$ cat src/rtl/dual_exec_pkg.sv
package dual_exec_pkg;

    typedef enum logic [1:0] {
        U_IDLE = 2'd0,
        U_BUSY = 2'd1,
        U_DONE = 2'd2
    } unit_state_e;

endpackage

$ cat src/rtl/dual_exec_unit.sv
module dual_exec_unit
    import dual_exec_pkg::*;
#(
    parameter int TAG_W = 8,
    parameter int LAT_W = 4
) (
    input  logic             clk,
    input  logic             rst_n,
    input  logic             load_i,
    input  logic [LAT_W-1:0] lat_i,
    input  logic [TAG_W-1:0] tag_i,
    input  logic             release_i,
    output logic             free_o,
    output logic             done_o,
    output logic [TAG_W-1:0] tag_o
);

    unit_state_e      state_q, state_nx;
    logic [LAT_W-1:0] cnt_q, cnt_nx;
    logic [TAG_W-1:0] tag_q, tag_nx;
    logic             short_op;

    assign short_op = (lat_i <= LAT_W'(1));

    // State register
    always_ff @(posedge clk) begin
        if (!rst_n) begin
            state_q <= U_IDLE;
            cnt_q   <= '0;
            tag_q   <= '0;
        end else begin
            state_q <= state_nx;
            cnt_q   <= cnt_nx;
            tag_q   <= tag_nx;
        end
    end

    // Next-state logic
    always_comb begin
        state_nx = state_q;
        cnt_nx   = cnt_q;
        tag_nx   = tag_q;
        unique case (state_q)
            U_IDLE: begin
                if (load_i) begin
                    tag_nx   = tag_i;
                    state_nx = short_op ? U_DONE : U_BUSY;
                    cnt_nx   = short_op ? '0 : lat_i - LAT_W'(1);
                end
            end
            U_BUSY: begin
                if (cnt_q <= LAT_W'(1)) begin
                    state_nx = U_DONE;
                    cnt_nx   = '0;
                end else begin
                    cnt_nx = cnt_q - LAT_W'(1);
                end
            end
            U_DONE: begin
                if (release_i) begin
                    if (load_i) begin
                        tag_nx   = tag_i;
                        state_nx = short_op ? U_DONE : U_BUSY;
                        cnt_nx   = short_op ? '0 : lat_i - LAT_W'(1);
                    end else begin
                        state_nx = U_IDLE;
                    end
                end
            end
            default: state_nx = U_IDLE;
        endcase
    end

    // Outputs
    always_comb begin
        free_o = (state_q == U_IDLE) || ((state_q == U_DONE) && release_i);
        done_o = (state_q == U_DONE);
        tag_o  = tag_q;
    end

endmodule

$ cat src/rtl/dual_exec_dispatch.sv
module dual_exec_dispatch #(
    parameter int NUM_UNITS = 2
) (
    input  logic                 clk,
    input  logic                 rst_n,
    input  logic                 in_valid,
    input  logic [NUM_UNITS-1:0] free_i,
    output logic                 in_ready,
    output logic [NUM_UNITS-1:0] load_o
);

    localparam int PTR_W = (NUM_UNITS > 1) ? $clog2(NUM_UNITS) : 1;

    logic [PTR_W-1:0] turn_q;
    logic             take;

    assign in_ready = free_i[turn_q];
    assign take     = in_valid && in_ready;

    always_ff @(posedge clk) begin
        if (!rst_n) begin
            turn_q <= '0;
        end else if (take) begin
            turn_q <= (turn_q == PTR_W'(NUM_UNITS - 1)) ? '0 : turn_q + PTR_W'(1);
        end
    end

    for (genvar g = 0; g < NUM_UNITS; g++) begin : g_load
        assign load_o[g] = take && (turn_q == PTR_W'(g));
    end

endmodule

$ cat src/rtl/dual_exec_retire.sv
module dual_exec_retire #(
    parameter int NUM_UNITS = 2,
    parameter int TAG_W     = 8
) (
    input  logic                             clk,
    input  logic                             rst_n,
    input  logic [NUM_UNITS-1:0]             done_i,
    input  logic [NUM_UNITS-1:0][TAG_W-1:0]  tag_i,
    input  logic                             out_ready,
    output logic                             out_valid,
    output logic [TAG_W-1:0]                 out_tag,
    output logic                             out_unit,
    output logic [NUM_UNITS-1:0]             release_o
);

    localparam int PTR_W = (NUM_UNITS > 1) ? $clog2(NUM_UNITS) : 1;

    logic [PTR_W-1:0] head_q;
    logic             leave;

    assign out_valid = done_i[head_q];
    assign out_tag   = tag_i[head_q];
    assign out_unit  = head_q[0];
    assign leave     = out_valid && out_ready;

    always_ff @(posedge clk) begin
        if (!rst_n) begin
            head_q <= '0;
        end else if (leave) begin
            head_q <= (head_q == PTR_W'(NUM_UNITS - 1)) ? '0 : head_q + PTR_W'(1);
        end
    end

    for (genvar g = 0; g < NUM_UNITS; g++) begin : g_rel
        assign release_o[g] = leave && (head_q == PTR_W'(g));
    end

endmodule

$ cat src/rtl/dual_exec_dispatcher.sv
module dual_exec_dispatcher #(
    parameter int TAG_W = 8,
    parameter int LAT_W = 4
) (
    input  logic             clk,
    input  logic             rst_n,
    input  logic             in_valid,
    output logic             in_ready,
    input  logic [TAG_W-1:0] in_tag,
    input  logic [LAT_W-1:0] in_lat,
    output logic             out_valid,
    input  logic             out_ready,
    output logic [TAG_W-1:0] out_tag,
    output logic             out_unit
);

    localparam int NUM_UNITS = 2;

    logic [NUM_UNITS-1:0]            unit_free;
    logic [NUM_UNITS-1:0]            unit_done;
    logic [NUM_UNITS-1:0]            unit_load;
    logic [NUM_UNITS-1:0]            unit_rel;
    logic [NUM_UNITS-1:0][TAG_W-1:0] unit_tag;

    dual_exec_dispatch #(.NUM_UNITS(NUM_UNITS)) u_dispatch (
        .clk      (clk),
        .rst_n    (rst_n),
        .in_valid (in_valid),
        .free_i   (unit_free),
        .in_ready (in_ready),
        .load_o   (unit_load)
    );

    for (genvar g = 0; g < NUM_UNITS; g++) begin : g_unit
        dual_exec_unit #(.TAG_W(TAG_W), .LAT_W(LAT_W)) u_unit (
            .clk       (clk),
            .rst_n     (rst_n),
            .load_i    (unit_load[g]),
            .lat_i     (in_lat),
            .tag_i     (in_tag),
            .release_i (unit_rel[g]),
            .free_o    (unit_free[g]),
            .done_o    (unit_done[g]),
            .tag_o     (unit_tag[g])
        );
    end

    dual_exec_retire #(.NUM_UNITS(NUM_UNITS), .TAG_W(TAG_W)) u_retire (
        .clk       (clk),
        .rst_n     (rst_n),
        .done_i    (unit_done),
        .tag_i     (unit_tag),
        .out_ready (out_ready),
        .out_valid (out_valid),
        .out_tag   (out_tag),
        .out_unit  (out_unit),
        .release_o (unit_rel)
    );

endmodule

$ cat config.mk
export PLATFORM = sky130hd
export DESIGN_NAME = dual_exec_dispatcher
export DESIGN_NICKNAME = d
export VERILOG_FILES = /design/src/rtl/dual_exec_pkg.sv /design/src/rtl/dual_exec_unit.sv /design/src/rtl/dual_exec_dispatch.sv /design/src/rtl/dual_exec_retire.sv /design/src/rtl/dual_exec_dispatcher.sv
export SDC_FILE = /design/constraint.sdc
export NUM_CORES = 1
export LEC_CHECK = 0
export CAP_MARGIN = 25
export CORE_MARGIN = 2
export CORE_UTILIZATION = 47
export DETAILED_ROUTE_END_ITERATION = 8
export PLACE_DENSITY = 0.85
export SETUP_SLACK_MARGIN = 0.15
export SYNTH_ARGS = -nofsm -noshare
export SYNTH_HDL_FRONTEND = slang
export SYNTH_SLANG_ARGS = --single-unit
$ cat constraint.sdc
create_clock -name clk -period 1.5 [get_ports clk]
set_clock_uncertainty 0.1 [all_clocks]
set_input_delay 0.15 -clock clk [delete_from_list [all_inputs] [get_ports clk]]
set_output_delay 0.15 -clock clk [all_outputs]
set_load 0.02 [all_outputs]
---- After elaboration in Yosys (flattened, before gate mapping) ----
Index checks and enable logic that the tools add are counted.
word-level totals
  output and inout port bits .............. 11
  register bits after elaboration ......... 30
cells by class
  $lt $le $gt $ge ......................... 5
  add/subtract/negate cells ............... 5
  multiplexer cells ....................... 34
  bitwise operators ....................... 2
  eq/ne operators ......................... 10
  reductions and logical operators ........ 22
operators by type and width
  operator             number
  $mux 8               6
  $pmux 8 s2           2
  $mux 4               7
  $pmux 4 s3           2
  $mux 2               9
  $le 4x1->1 const B   3
  $ne 2x1->1 const B   6
  $pmux 2 s3           2
  $sub 4x1->4 const B  3
  $logic_and 1x1->1    8
  $reduce_and 2->1     4
  $mux 1               6
  $reduce_and 3->1     2
  $reduce_bool 3->1    2
  $eq 2x1->1 const B   2
  $eq 2x2->1 const B   2
  $logic_not 2->1      2
  $lt 1x2->1 const B   2
  $reduce_bool 2->1    2
  $add 1x1->1 const B  2
  $logic_or 1x1->1     2
  $not 1->1            2

---- Depth between registers and ports, before layout ----
  depth after elaboration ................. 14
  gate-level depth with buffers ........... 6
  mapped depth without buffers ............ 6

---- Cells and area by module ----
Synthesis repeated with hierarchy kept, for this count alone.
unflattened totals
  cells, all modules ...................... 189
  area, all modules ....................... 1799.2 µm²
modules (own cells, without submodules)
  module              cells an instance  area each (µm²)  seq. area each (µm²)  times used
  dual_exec_unit      82                 767.0            280.3                 2
  dual_exec_retire    17                 196.4            20.0                  1
  dual_exec_dispatch  8                  68.8             20.0                  1

---- Worst setup path before layout ----
OpenSTA, ideal clock, no wires.
  path kind ............................... reg-to-reg
  from .................................... register u_retire.head_q (netlist: u_retire.out_unit)
  to ...................................... register g_unit[0].u_unit.cnt_q[1]
  cell stages (with the launch flop) ...... 6
  setup slack ............................. 26 ps
  data required time ...................... 1274 ps
  clock period less this slack ............ 1474 ps
  buffers on the path ..................... 1
  data arrival time ....................... 1248 ps
  cell sequence ........................... dfxtp_1 > nand2b_2 > a21boi_4 > buf_8 > o31ai_1 > a21oi_2
between the ends
  cells in the longest elaborated chain, start to end .. 13
  elaborated cells on any way between the ends .. 19
  those cells by class .................... 1 x eq/ne; 7 x mux; 1 x bitwise; 10 x reduce/logical
ends and longest elaborated chain
  item                                        RTL line                  text
  from (decl)                                 dual_exec_retire.sv:18    logic [PTR_W-1:0] head_q;
  from (signal assigned)                      dual_exec_retire.sv:30    head_q <= (head_q == PTR_W'(NUM_UNITS - 1)) ? '0 : head_q + PTR_W'(1);
  $mux 1 (implied by the code) (2 in series)  dual_exec_retire.sv:21    assign out_valid = done_i[head_q];
  $logic_and 1x1->1                           dual_exec_retire.sv:24    assign leave = out_valid && out_ready;
  $logic_and 1x1->1                           dual_exec_retire.sv:35    assign release_o[g] = leave && (head_q == PTR_W'(g));
  $logic_and 1x1->1                           dual_exec_unit.sv:76      free_o = (state_q == U_IDLE) || ((state_q == U_DONE) && release_i);
  $logic_or 1x1->1                            dual_exec_unit.sv:76
  $mux 1 (implied by the code) (2 in series)  dual_exec_dispatch.sv:17  assign in_ready = free_i[turn_q];
  $logic_and 1x1->1                           dual_exec_dispatch.sv:18  assign take = in_valid && in_ready;
  $logic_and 1x1->1                           dual_exec_dispatch.sv:29  assign load_o[g] = take && (turn_q == PTR_W'(g));
  $mux 4 (2 in series)                        --
  $pmux 4 s3                                  --
  to (signal assigned)                        dual_exec_unit.sv:33      cnt_q <= cnt_nx;
  to (decl)                                   dual_exec_unit.sv:19      logic [LAT_W-1:0] cnt_q, cnt_nx;
Parallel ways exist; a longest one is shown, timed or not. The select of a mux whose other input is x is not followed.
A chain may end at the register's enable or synchronous reset.

---- Worst setup path after layout ----
Same ends and word-level chain as after synthesis.

==> summary.md <==
| Metric | Value |
|---|---|
| Reg-to-reg slack, setup | -0.21 ns |
| Cell count after placement | 272 |
| Cell family with most CP delay | compound AO/OA/AOI/OAI gates |
| Vias per cell | about 5.8 |
| Final Cycle Share | 114% |
| Synth Flop Type | dfxtp_1 |
| WHS Endpoint | g_unit[1].u_unit.tag_o[6]$_SDFFE_PN0P_ |
| Final WL | around 5.8 mm |
| Mux cell area share after synthesis | 17.5% |
| Post-synth top cells | dfxtp_1 (30), nor2_1 (22), mux2i_1 (20) |
| Antenna Violating Nets Remaining | 0 |
| Power per cell area | 1150 nW/µm² |
| CP cell instances | nand2b_4 > buf_4 > a21boi_4 > buf_12 > buf_16 > o31ai_2 > a21oi_2 |
| #FFs+latches synth | 30 |
| Worst-Skew Late Latency | 0.34 ns |
| Post-synthesis compound-gate area fraction | between 15 and 20% |
| Number of library cell types mapped by synthesis | 48 |
| Main combinational cell family by area after synthesis | simple AND/OR/NAND/NOR gates |
| Maximum capacitance violations | 0 |
| Row count | 21 |
| TritonRoute pass-1 iters | 4 |
| Overall Global Routing Usage | 25.3% |
| # fillers | 205 |
| R2r endpoint | g_unit[0].u_unit.cnt_q[1]$_SDFFE_PN0P_ |
| CP Buf/Inv Count | 3 |
| Yosys top cell area share | 36.1% |
| Design Area, Final | 2670 µm² |
| First-pass GRT wire length | 7.94 mm |
| Largest net degree at the start of global routing | 15 |
| Number of synthesized flops with an enable pin | 0 |
| DRT iter0 DRCs | between 90 and 100 |
| Total core area | approximately 3400 µm² |
| Crit-path max FO | 6 |
| Total of warnings raised by yosys | 0 |
| Die Width | 63.5 µm |
| Slew Viols, Final | 0 |
| Syn Inst Count | around 180 |
| Xor/xnor share of the synthesized area | 1.05% |
| Syn Nets | 203 |
| Share of layout cells above drive strength 1 | 46.5% |
| Remaining DRCs | 0 |
| Post-synth top area cell | dfxtp_1 |
| Area post-placement | 2190 µm² |
| Syn avg cell area | approximately 9 µm² |
| Worst hold start | in_tag[6] |
| Hold path cells | 3 |
| Hpwl dp | about 2.8 mm |
| Worst-margin pin slew | 0.433 ns |
| Status | finished, violations left |
| Setup WS post-layout | -0.208 ns |
| CP peak stage delay | 0.42 ns |
| Highest-delay cell along the critical path | dfxtp_4 |
| Kind of end point of the critical path | register |
| RSZ-0062 raised after global routing | true |
| Slew margin rel. | 71.0% |
| Crit Path Class | register to register |
| Global route overflow | 0 |
| Failing checks | negative setup slack |
| Arr. time, crit path | 1.82 ns |
| Count leader, synth | dfxtp_1 |
| Vias in the first global route | ~1700 |
| Num CTS Buffers | 5 |
| Nets@finish | 266 |
| Cell Area, Synth | 1660 µm² |
| Crit path required time | 1.62 ns |
| Synth-to-Final Area Change | 60.4% |
| Placer Congestion | 0.830 |
| Full die area | about 4000 µm² |
| Synth area leaders | dfxtp_1 (36%), mux2i_1 (12%), mux2_2 (5.4%) |
| CTS sink cnt | 30 |
| Crit path time final | between 1.5 and 2 ns |
| FF-to-FF Start | u_retire.out_unit$_SDFFE_PN0N_ |
| CTS tree | done |
| Worst R2R Path Depth | 7 |
| H-tree Lvls | 2 |
| Final hold vios | 0 |
| Die Y | 63.5 µm |
| Fmax | 585 MHz |
| Endpoints failing setup | 36 |
| Routed vias | 1695 |
| Peak VDD IR | 1.01 mV |
| Antenna violations before repair | 0 |
| Leak pwr | 0.00112 µW |
| Post-synth ARST share | 0% |
| Synth Area in Adders | 4.52% |
| Setup TNS | -4.09 ns |
| Clock buffer depth | 2 |
| I/O Buffers | 26 |
| CTS root buffer | clkbuf_4 |
| Seq/Total Area, Yosys | between 30% and 40% |
| Final Util | between 70% and 80% |
| Critical path startpoint category | register |
| Simple-Gate Fraction of Synth Area | 19.0% |
| Worst Hold Class | input port to register |
| Wire length per cell | 19.9 µm |
| Worst-path clk slew | around 0.12 ns |
| Post-Layout Cell Count | 291 |
| Initial Util | 49.4% |
| Overall Power | 3050 µW |
| Antenna Cells | 0 |
| I/O pin cnt | 27 |
[layout make-up]
class / instances / area (µm²) / area share [%]
Clock buffer: 6 / 51.3 / 1.92
Clock inverter: 2 / 60.1 / 2.25
Sequential cell: 30 / 619 / 23.2
Timing Repair Buffer: 63 / 647 / 24.3
Multi-Input combinational cell: 135 / 1190 / 44.7
Tap cell: 46 / 57.6 / 2.16
Inverter: 9 / 38.8 / 1.46
[worst max-delay path by stage]
| stage | slack [ns] | to | from | cells past startpoint |
|---|---|---|---|---|
| floorplan | 0.14 | g_unit[0].u_unit.tag_o[1]$_SDFFE_PN0P_ | u_dispatch.turn_q$_SDFFE_PN0N_ | 5 |
| global placement | -0.40 | in_ready | out_ready | 6 |
| detailed placement | -0.45 | in_ready | out_ready | 6 |
| CTS | -0.11 | out_tag[0] | u_retire.out_unit$_SDFFE_PN0N_ | 3 |
| global route | -0.22 | g_unit[0].u_unit.cnt_q[1]$_SDFFE_PN0P_ | u_retire.out_unit$_SDFFE_PN0N_ | 7 |
| finish | -0.21 | g_unit[0].u_unit.cnt_q[1]$_SDFFE_PN0P_ | u_retire.out_unit$_SDFFE_PN0N_ | 7 |
[per-stage QoR]
stage / setup WS [ns] / hold slack (ns)
after floorplan: 0.142 / 0.194
after global placement: -0.402 / 0.372
after detailed placement: -0.452 / 0.383
after CTS: -0.109 / 0.350
after global routing: -0.225 / 0.361
final: -0.208 / 0.363
[layer usage]
layer,up-vias,track usage [%],wire length [µm]
met3,20,4.82,266
met4,0,16.6,213
met5,-,0,0
li1,777,-,-
met2,68,42.1,3010
met1,830,29.6,2310
[sequential cells by signal, summed over array words and instances, names as in the netlist]
register	count
u_dispatch.turn_q	1
g_unit.u_unit.cnt_q	8
u_retire.out_unit	1
g_unit.u_unit.tag_o	16
g_unit.u_unit.state_q	4
[logic make-up (layout without fill, tap and decap cells)]
logic type | after synthesis | after routing
and+or+nand+nor | 62 | 62
AOI/OAI and AO/OA | 37 | 37
DFF | 30 | 30
muxes | 28 | 28
buffers and inverters | 16 | 80
adders and majority gates | 6 | 6
xor gates and xnor gates | 2 | 2
[worst register-to-register path, cell delays in order (launching register included)]
cell and delay [ns]:
dfxtp_4 0.42, nand2b_4 0.14, buf_4 0.15, a21boi_4 0.09, buf_12 0.14, buf_16 0.13, o31ai_2 0.34, a21oi_2 0.09
[layout by cell type, fill, tap and decap left out, drive strengths merged, types with 2 or more instances in the layout]
cell type | netlist | routed
buf | 4 | 47
mux2i | 20 | 20
o31ai | 4 | 4
clkdlybuf4s50 | 0 | 13
nand3 | 5 | 5
a21oi | 11 | 11
o22ai | 2 | 2
o21ai | 5 | 5
nor2b | 3 | 3
or2 | 2 | 2
inv | 9 | 9
ha | 6 | 6
bufinv | 0 | 2
clkbuf | 3 | 7
nand2 | 11 | 11
a21boi | 2 | 2
nand2b | 4 | 4
mux2 | 8 | 8
dfxtp | 30 | 30
nor2 | 22 | 22
and2 | 3 | 3
nor3 | 5 | 5
a21bo | 2 | 2
o211ai | 4 | 4
[timing repair]
item,in CTS,in global routing
setup buffers,6,3
gates cloned,1,1
pin swaps,10,18
endpoints found under the setup margin,40,40
resized for setup,78,52
hold buffers,0,0
[report_power, final]
group | internal (µW) | switching (µW) | leakage [µW] | total, µW
clock | 565 | 316 | 0.0000585 | 880
sequential | 890 | 98.4 | 0.000250 | 989
combinational | 624 | 558 | 0.000809 | 1180
total | 2080 | 972 | 0.00112 | 3050
Note: power is estimated with default switching activity, not from simulation.
